## src/rtl/sdcl_pkg.sv

```systemverilog
`timescale 1ns/1ps
package sdcl_pkg;

   typedef enum logic [3:0] {
      CMD_DSEL, CMD_NOP, CMD_BST, CMD_RD, CMD_WR,
      CMD_ACT, CMD_PRE, CMD_REF, CMD_MRS
   } cmd_e;

   typedef enum logic [2:0] {
      BK_IDLE = 3'd0, BK_OPEN = 3'd1, BK_ACTV = 3'd2,
      BK_RD   = 3'd3, BK_WR   = 3'd4, BK_PCHG = 3'd5
   } bank_st_e;

   typedef enum logic [2:0] {
      GL_NORM  = 3'd0, GL_MODE = 3'd1, GL_RFSH = 3'd2,
      GL_SLEEP = 3'd3, GL_WAKE = 3'd4, GL_PDN  = 3'd5
   } glob_st_e;

   typedef enum logic [1:0] {
      VD_NOP = 2'd0, VD_OK = 2'd1, VD_BAD = 2'd2
   } verdict_e;

   typedef enum logic [2:0] {
      BA_HOLD, BA_OPEN, BA_RD, BA_WR, BA_PRE, BA_STOP
   } bank_act_e;

   typedef enum logic [2:0] {
      GA_NONE, GA_MODE, GA_RFSH, GA_SLEEP, GA_WAKE, GA_PDN_IN, GA_PDN_OUT
   } glob_act_e;

endpackage

```

## src/rtl/sdcl_decode.sv

```systemverilog
`timescale 1ns/1ps
module sdcl_decode
   import sdcl_pkg::*;
(
   input  logic cs_n,
   input  logic ras_n,
   input  logic cas_n,
   input  logic we_n,
   output cmd_e cmd_o
);

   always_comb begin
      if (cs_n) begin
         cmd_o = CMD_DSEL;
      end else begin
         case ({ras_n, cas_n, we_n})
            3'b111:  cmd_o = CMD_NOP;
            3'b110:  cmd_o = CMD_BST;
            3'b101:  cmd_o = CMD_RD;
            3'b100:  cmd_o = CMD_WR;
            3'b011:  cmd_o = CMD_ACT;
            3'b010:  cmd_o = CMD_PRE;
            3'b001:  cmd_o = CMD_REF;
            default: cmd_o = CMD_MRS;
         endcase
      end
   end

endmodule

```

## src/rtl/sdcl_judge.sv

```systemverilog
`timescale 1ns/1ps
module sdcl_judge
   import sdcl_pkg::*;
#(
   parameter int NUM_BANKS = 4,
   localparam int BA_W = $clog2(NUM_BANKS)
) (
   input  cmd_e            cmd_i,
   input  logic            cke_i,
   input  logic            cke_q_i,
   input  logic [BA_W-1:0] ba_i,
   input  logic            a8_i,
   input  bank_st_e        bst_i [NUM_BANKS],
   input  glob_st_e        gst_i,
   output verdict_e        vd_o,
   output bank_act_e       bact_o [NUM_BANKS],
   output glob_act_e       gact_o
);

   logic     all_idle, any_busy, any_rd, nopish;
   bank_st_e tgt;

   always_comb begin
      all_idle = 1'b1;
      any_busy = 1'b0;
      any_rd   = 1'b0;
      for (int b = 0; b < NUM_BANKS; b++) begin
         if (bst_i[b] != BK_IDLE) all_idle = 1'b0;
         if (bst_i[b] == BK_OPEN || bst_i[b] == BK_PCHG) any_busy = 1'b1;
         if (bst_i[b] == BK_RD) any_rd = 1'b1;
      end
   end

   assign tgt    = bst_i[ba_i];
   assign nopish = (cmd_i == CMD_DSEL) || (cmd_i == CMD_NOP);

   always_comb begin
      vd_o   = VD_NOP;
      gact_o = GA_NONE;
      for (int b = 0; b < NUM_BANKS; b++) bact_o[b] = BA_HOLD;
      case (gst_i)
         GL_SLEEP, GL_PDN: begin
            if (nopish && cke_i) begin
               vd_o   = VD_OK;
               gact_o = (gst_i == GL_SLEEP) ? GA_WAKE : GA_PDN_OUT;
            end else if (nopish) begin
               vd_o = VD_NOP;
            end else begin
               vd_o = VD_BAD;
            end
         end
         GL_MODE, GL_RFSH, GL_WAKE: begin
            vd_o = (nopish && cke_i) ? VD_NOP : VD_BAD;
         end
         default: begin
            if (!cke_i) begin
               if (cke_q_i && all_idle && cmd_i == CMD_REF) begin
                  vd_o   = VD_OK;
                  gact_o = GA_SLEEP;
               end else if (cke_q_i && all_idle && nopish) begin
                  vd_o   = VD_OK;
                  gact_o = GA_PDN_IN;
               end else begin
                  vd_o = VD_BAD;
               end
            end else begin
               case (cmd_i)
                  CMD_DSEL, CMD_NOP: vd_o = VD_NOP;
                  CMD_ACT: begin
                     if (tgt == BK_IDLE) begin
                        vd_o         = VD_OK;
                        bact_o[ba_i] = BA_OPEN;
                     end else vd_o = VD_BAD;
                  end
                  CMD_RD: begin
                     if (tgt == BK_ACTV || tgt == BK_RD) begin
                        vd_o         = VD_OK;
                        bact_o[ba_i] = BA_RD;
                     end else vd_o = VD_BAD;
                  end
                  CMD_WR: begin
                     if (tgt == BK_ACTV || tgt == BK_WR) begin
                        vd_o         = VD_OK;
                        bact_o[ba_i] = BA_WR;
                     end else vd_o = VD_BAD;
                  end
                  CMD_PRE: begin
                     if (!a8_i) begin
                        if (tgt == BK_IDLE) begin
                           vd_o = VD_NOP;
                        end else if (tgt == BK_ACTV || tgt == BK_RD || tgt == BK_WR) begin
                           vd_o         = VD_OK;
                           bact_o[ba_i] = BA_PRE;
                        end else vd_o = VD_BAD;
                     end else if (any_busy) begin
                        vd_o = VD_BAD;
                     end else if (all_idle) begin
                        vd_o = VD_NOP;
                     end else begin
                        vd_o = VD_OK;
                        for (int b = 0; b < NUM_BANKS; b++)
                           if (bst_i[b] != BK_IDLE) bact_o[b] = BA_PRE;
                     end
                  end
                  CMD_REF: begin
                     if (all_idle) begin
                        vd_o   = VD_OK;
                        gact_o = GA_RFSH;
                     end else vd_o = VD_BAD;
                  end
                  CMD_MRS: begin
                     if (all_idle) begin
                        vd_o   = VD_OK;
                        gact_o = GA_MODE;
                     end else vd_o = VD_BAD;
                  end
                  CMD_BST: begin
                     if (any_rd) begin
                        vd_o = VD_OK;
                        for (int b = 0; b < NUM_BANKS; b++)
                           if (bst_i[b] == BK_RD) bact_o[b] = BA_STOP;
                     end else vd_o = VD_BAD;
                  end
                  default: vd_o = VD_BAD;
               endcase
            end
         end
      endcase
   end

endmodule

```

## src/rtl/sdcl_bank.sv

```systemverilog
`timescale 1ns/1ps
module sdcl_bank
   import sdcl_pkg::*;
#(
   parameter int T_RCD     = 3,
   parameter int T_RP      = 3,
   parameter int BURST_CYC = 4,
   localparam int T_MAX = (T_RCD > T_RP) ? ((T_RCD > BURST_CYC) ? T_RCD : BURST_CYC)
                                         : ((T_RP > BURST_CYC) ? T_RP : BURST_CYC),
   localparam int CW = $clog2(T_MAX + 1)
) (
   input  logic      clk,
   input  logic      rst_n,
   input  bank_act_e act_i,
   input  logic      ap_i,
   output bank_st_e  st_o
);

   localparam logic [CW-1:0] LD_RCD = CW'(T_RCD - 2);
   localparam logic [CW-1:0] LD_RP  = CW'(T_RP - 2);
   localparam logic [CW-1:0] LD_BST = CW'(BURST_CYC - 2);

   bank_st_e      st;
   logic [CW-1:0] cnt;
   logic          ap_q;

   always_ff @(posedge clk) begin
      if (!rst_n) begin
         st   <= BK_IDLE;
         cnt  <= '0;
         ap_q <= 1'b0;
      end else begin
         case (st)
            BK_IDLE: begin
               if (act_i == BA_OPEN) begin
                  st  <= BK_OPEN;
                  cnt <= LD_RCD;
               end
            end
            BK_OPEN: begin
               if (cnt == '0) st <= BK_ACTV;
               else cnt <= cnt - CW'(1);
            end
            BK_ACTV, BK_RD, BK_WR: begin
               if (act_i == BA_RD) begin
                  st   <= BK_RD;
                  cnt  <= LD_BST;
                  ap_q <= ap_i;
               end else if (act_i == BA_WR) begin
                  st   <= BK_WR;
                  cnt  <= LD_BST;
                  ap_q <= ap_i;
               end else if (act_i == BA_PRE) begin
                  st  <= BK_PCHG;
                  cnt <= LD_RP;
               end else if (act_i == BA_STOP) begin
                  st <= BK_ACTV;
               end else if (st != BK_ACTV) begin
                  if (cnt == '0) begin
                     if (ap_q) begin
                        st  <= BK_PCHG;
                        cnt <= LD_RP;
                     end else begin
                        st <= BK_ACTV;
                     end
                  end else begin
                     cnt <= cnt - CW'(1);
                  end
               end
            end
            BK_PCHG: begin
               if (cnt == '0) st <= BK_IDLE;
               else cnt <= cnt - CW'(1);
            end
            default: st <= BK_IDLE;
         endcase
      end
   end

   assign st_o = st;

endmodule

```

## src/rtl/sdcl_glob.sv

```systemverilog
`timescale 1ns/1ps
module sdcl_glob
   import sdcl_pkg::*;
#(
   parameter int T_MRD = 2,
   parameter int T_RFC = 6,
   parameter int T_XSR = 4,
   localparam int T_MAX = (T_MRD > T_RFC) ? ((T_MRD > T_XSR) ? T_MRD : T_XSR)
                                         : ((T_RFC > T_XSR) ? T_RFC : T_XSR),
   localparam int CW = $clog2(T_MAX + 1)
) (
   input  logic      clk,
   input  logic      rst_n,
   input  glob_act_e act_i,
   output glob_st_e  st_o
);

   localparam logic [CW-1:0] LD_MRD = CW'(T_MRD - 2);
   localparam logic [CW-1:0] LD_RFC = CW'(T_RFC - 2);
   localparam logic [CW-1:0] LD_XSR = CW'(T_XSR - 2);

   glob_st_e      st;
   logic [CW-1:0] cnt;

   always_ff @(posedge clk) begin
      if (!rst_n) begin
         st  <= GL_NORM;
         cnt <= '0;
      end else begin
         case (st)
            GL_NORM: begin
               case (act_i)
                  GA_MODE:   begin st <= GL_MODE; cnt <= LD_MRD; end
                  GA_RFSH:   begin st <= GL_RFSH; cnt <= LD_RFC; end
                  GA_SLEEP:  st <= GL_SLEEP;
                  GA_PDN_IN: st <= GL_PDN;
                  default:   st <= GL_NORM;
               endcase
            end
            GL_MODE, GL_RFSH, GL_WAKE: begin
               if (cnt == '0) st <= GL_NORM;
               else cnt <= cnt - CW'(1);
            end
            GL_SLEEP: begin
               if (act_i == GA_WAKE) begin
                  st  <= GL_WAKE;
                  cnt <= LD_XSR;
               end
            end
            GL_PDN: begin
               if (act_i == GA_PDN_OUT) st <= GL_NORM;
            end
            default: st <= GL_NORM;
         endcase
      end
   end

   assign st_o = st;

endmodule

```

## src/rtl/sdram_cmd_tracker.sv

```systemverilog
`timescale 1ns/1ps
module sdram_cmd_tracker
   import sdcl_pkg::*;
#(
   parameter int NUM_BANKS = 4,
   parameter int T_RCD     = 3,
   parameter int T_RP      = 3,
   parameter int T_MRD     = 2,
   parameter int T_RFC     = 6,
   parameter int T_XSR     = 4,
   parameter int BURST_CYC = 4,
   localparam int BA_W = $clog2(NUM_BANKS)
) (
   input  logic                   clk,
   input  logic                   rst_n,
   input  logic                   cke,
   input  logic                   cs_n,
   input  logic                   ras_n,
   input  logic                   cas_n,
   input  logic                   we_n,
   input  logic [BA_W-1:0]        ba,
   input  logic                   a8,
   output logic [1:0]             verdict_o,
   output logic [3*NUM_BANKS-1:0] bank_state_o,
   output logic [2:0]             glob_state_o
);

   if (NUM_BANKS < 2 || (NUM_BANKS & (NUM_BANKS - 1)) != 0) begin : g_bad_banks
      $error("NUM_BANKS must be a power of two of at least 2");
   end
   if (T_RCD < 2 || T_RP < 2 || BURST_CYC < 2) begin : g_bad_bank_timer
      $error("bank timers must be at least 2 cycles");
   end
   if (T_MRD < 2 || T_RFC < 2 || T_XSR < 2) begin : g_bad_glob_timer
      $error("device timers must be at least 2 cycles");
   end

   cmd_e      cmd;
   logic      cke_q;
   verdict_e  vd;
   glob_act_e gact;
   glob_st_e  gst;
   bank_act_e bact [NUM_BANKS];
   bank_st_e  bst  [NUM_BANKS];

   always_ff @(posedge clk) begin
      if (!rst_n) cke_q <= 1'b1;
      else        cke_q <= cke;
   end

   sdcl_decode dec_i (
      .cs_n (cs_n),
      .ras_n(ras_n),
      .cas_n(cas_n),
      .we_n (we_n),
      .cmd_o(cmd)
   );

   sdcl_judge #(.NUM_BANKS(NUM_BANKS)) judge_i (
      .cmd_i  (cmd),
      .cke_i  (cke),
      .cke_q_i(cke_q),
      .ba_i   (ba),
      .a8_i   (a8),
      .bst_i  (bst),
      .gst_i  (gst),
      .vd_o   (vd),
      .bact_o (bact),
      .gact_o (gact)
   );

   for (genvar b = 0; b < NUM_BANKS; b++) begin : g_bank
      sdcl_bank #(.T_RCD(T_RCD), .T_RP(T_RP), .BURST_CYC(BURST_CYC)) bank_i (
         .clk  (clk),
         .rst_n(rst_n),
         .act_i(bact[b]),
         .ap_i (a8),
         .st_o (bst[b])
      );
      assign bank_state_o[3*b +: 3] = bst[b];
   end

   sdcl_glob #(.T_MRD(T_MRD), .T_RFC(T_RFC), .T_XSR(T_XSR)) glob_i (
      .clk  (clk),
      .rst_n(rst_n),
      .act_i(gact),
      .st_o (gst)
   );

   assign verdict_o    = vd;
   assign glob_state_o = gst;

endmodule

```

## config.mk

```make
export PLATFORM = sky130hd
export DESIGN_NAME = sdram_cmd_tracker
export DESIGN_NICKNAME = d
export VERILOG_FILES = /design/src/rtl/sdcl_pkg.sv /design/src/rtl/sdcl_decode.sv /design/src/rtl/sdcl_judge.sv /design/src/rtl/sdcl_bank.sv /design/src/rtl/sdcl_glob.sv /design/src/rtl/sdram_cmd_tracker.sv
export SDC_FILE = /design/constraint.sdc
export NUM_CORES = 1
export LEC_CHECK = 0
export ABC_AREA = 1
export BUFFER_PORTS_ARGS = -buffer_cell sky130_fd_sc_hd__buf_4
export CAP_MARGIN = 25
export CORE_MARGIN = 2
export CORE_UTILIZATION = 30
export CTS_CLUSTER_DIAMETER = 120
export DETAILED_ROUTE_END_ITERATION = 7
export HOLD_SLACK_MARGIN = 0.08
export PLACE_DENSITY = 0.59
export SLEW_MARGIN = 20
export SYNTH_ARGS = -nofsm -noshare
export SYNTH_HDL_FRONTEND = slang
export SYNTH_SLANG_ARGS = --single-unit
```

## constraint.sdc

```tcl
create_clock -name clk -period 2 [get_ports clk]
set_input_delay 0.1 -clock clk [delete_from_list [all_inputs] [get_ports clk]]
set_output_delay 0.1 -clock clk [all_outputs]
set_load 0.01 [all_outputs]
```

==> impl_metrics.ini <==
[yosys]
synth-edff-count = 0
async_flop_share_pct = 0
synth_seq_area_share_pct = 19.4
synth_nets = 642
yosys_register_bits = 35
syn_inst = 622
synth_area_sq_um = 3610
ys.flop_type = dfxtp_1
ys_types = 42
avgSynthCellArea_sq_um = 5.80
ys_warn_count = 0

[place]
gp_congestion = 0.916
dp_hpwl_microns = 8650
portBuffers = 26
dpl_cell_area_sq_um = 4700
dp_slack_ns = -0.292

[cts]
htreeDepth = 2
cts-buffers-inserted = 5
worstSkewPairLatency_ns = 0.29
clock-root-buffer = clkbuf_16
clkTransAtPathRegs_ns = 0.06
cts_buffer_depth = 2
tritoncts = built
clock_sinks = 35

[grt]
grt_overflow = 0
grt_pass1_wl_microns = 19600
antenna_found_initial = 0
grt_util_all_layers_pct = 18.4
global_route.usage.met1_pct = 23.5
grt_util_met2_pct = 32.1
first_global_vias = 4262
gr-usage-met3_pct = 2.18
grt_start_max_net_pins = 23
grt-busiest-layer = met2

[die]
die_h_microns = 114
ios = 27
dieArea_sq_um = 12900
row_count = 40
start_util_pct = 30.4
design.core.area_sq_um = 11900
die_w_microns = 114

[cells_and_area]
drive_gt1_share_pct = 44.1
area_growth_pct = 60.4
nNetsFinal = 809
multi_input_area_sq_um = 3010
antenna_cells = 0
fill_cells = 1185
final_cell_area_sq_um = 5790
seq_area_sq_um = 729

[worst_setup_path]
start_kind = flop
worstSetupPathType = flop to flop
cp_max_fo = 5
cp.required_ns = 2.14
crit_path_end_kind = flop
crit_arrival_ns = 2.34

[drt]
post_drt_via_cell_ratio = 4.91
drtIter0Drc = 305
wl_per_cell_microns = 13.1
antenna_left = 0
wl_microns = 12300
vias = 4595
drc = 0
drtPass1Iterations = 5

[sta]
period_share_pct = 110
maxSlewHeadroom_pct = 53.6
finalSetupViolCount = 32
min_period_ns = 2.20
finalClockSkew_ns = 0.00558
hold_violations = 0
max_freq_mhz = 455
finalMaxSlewViolations = 0
hold_slack_ns = 0.151
timing.final.ws_setup_ns = -0.199
rsz0062_at_grt = yes
worst_pin_slew_ns = 0.696

[job]
drv_cap = 0

[hold_path]
hold_class = input port to flop

[run_status]
violations = negative setup slack
outcome = finished, violations left

[power]
power.leakage_nw = 2.77
peakVddDrop_mv = 0.380
power_density_nw_per_um2 = 806
## worst paths after layout
| path | from | to | slack [ns] | depth (start not counted) |
|---|---|---|---|---|
| setup / recovery | glob_i.st_o[0] | glob_i.cnt[2] | -0.20 | 15 |
| hold / removal | rst_n | cke_q | 0.15 | 2 |
| setup reg to reg | glob_i.st_o[0] | glob_i.cnt[2] | -0.20 | 15 |
| hold reg to reg | glob_i.cnt[0] | glob_i.cnt[0] | 0.47 | 2 |
## synth_stat cells (3+ instances only)
library cell / number / share of area (%)
a21oi_2: 4 / 0.97
nand2_2: 9 / 1.6
nand4_1: 13 / 2.3
inv_1: 84 / 8.7
clkbuf_1: 4 / 0.42
nand3_2: 11 / 3.1
o21ai_1: 5 / 0.69
nand3_4: 5 / 2.4
nor3_1: 7 / 0.97
dfxtp_1: 35 / 19
nor2_2: 9 / 1.6
o211ai_1: 7 / 1.5
inv_2: 13 / 1.4
a31oi_1: 4 / 0.69
nand2_4: 3 / 0.94
a21oi_1: 48 / 6.7
nand2_1: 189 / 20
o21ai_0: 23 / 3.2
nor2_4: 5 / 1.6
ha_1: 10 / 3.5
nand3_1: 40 / 5.5
nor2_1: 69 / 7.2
## state kept, by name (all words and copies together) (netlist names)
name / count
glob_i.st_o: 3
g_bank.bank_i.ap_q: 4
g_bank.bank_i.st_o: 12
cke_q: 1
glob_i.cnt: 3
g_bank.bank_i.cnt: 12
## stage by stage
stage	power, mW	util, %	setup TNS (ns)	instances
detailed placement	3.13	39.7	-4.19	887
finish	4.67	48.8	-4.29	936
global route	5.01	48.8	-8.60	936
floorplan	2.30	-	0	622
global placement	3.10	39.7	-3.64	887
CTS	4.30	45.0	-2.49	916
## per-layer routing
metal,wire [microns],vias to the layer above,part of all wire [%]
met4,231,0,1.9
met5,0,-,0
met2,6200,104,50
met1,5430,2124,44
met3,447,19,3.6
li1,-,2348,-
## placed cells by master (no fill, tap or decap), types with 14 or more instances in the layout
cell type,count
nor2_1,53
a21oi_2,14
o21ai_0,18
a21oi_1,35
nand2_2,30
dfxtp_1,22
nor2_2,15
nor2_4,15
buf_4,152
nand2_1,156
inv_2,20
nand2_4,15
inv_1,73
nand3_1,32
## power by group
group	switching, mW	total, mW	internal (mW)
Clock	0.325	0.812	0.487
Sequential	0.0957	0.897	0.801
Combinational	1.68	2.96	1.27
## critical path, cell delays in order (launching register included)
cell and delay [ns]:
dfxtp_4 0.40, inv_4 0.05, nor3_4 0.24, nor2_4 0.07, nand2_4 0.09, buf_4 0.12
buf_6 0.09, a21oi_4 0.03, a31oi_4 0.26, nand2_1 0.10, o21ai_2 0.21, nand2_1 0.09
nor2_2 0.15, inv_2 0.07, nand2_1 0.06, a21oi_1 0.05
## area by class of cell
cell class | instances | area share [%]
Timing Repair Buffer | 167 | 23.1
Clock buffer | 6 | 2.40
Inverter | 98 | 6.57
Multi-Input combinational cell | 482 | 52.1
Clock inverter | 1 | 0.0865
Tap cell | 147 | 3.18
Sequential cell | 35 | 12.6
## logic make-up after synthesis
family	synth area share, %
adder cells (fa/ha/maj)	3.47
flip-flops	19.4
AO/OA/AOI/OAI	16.6
XOR/XNOR	0.486
buffers and inverters	11.5
AND/OR/NAND/NOR	48.6
## what timing repair did
| item | CTS | global route |
|---|---|---|
| cloned | 0 | 0 |
| setup endpoints to repair | 32 | 35 |
| pin swaps | 42 | 68 |
| setup buffers | 22 | 20 |
| hold buffers | 0 | 0 |
| resized for setup | 92 | 76 |
| hold endpoints to repair | 0 | 0 |
Power figures use the tool's default switching activity.
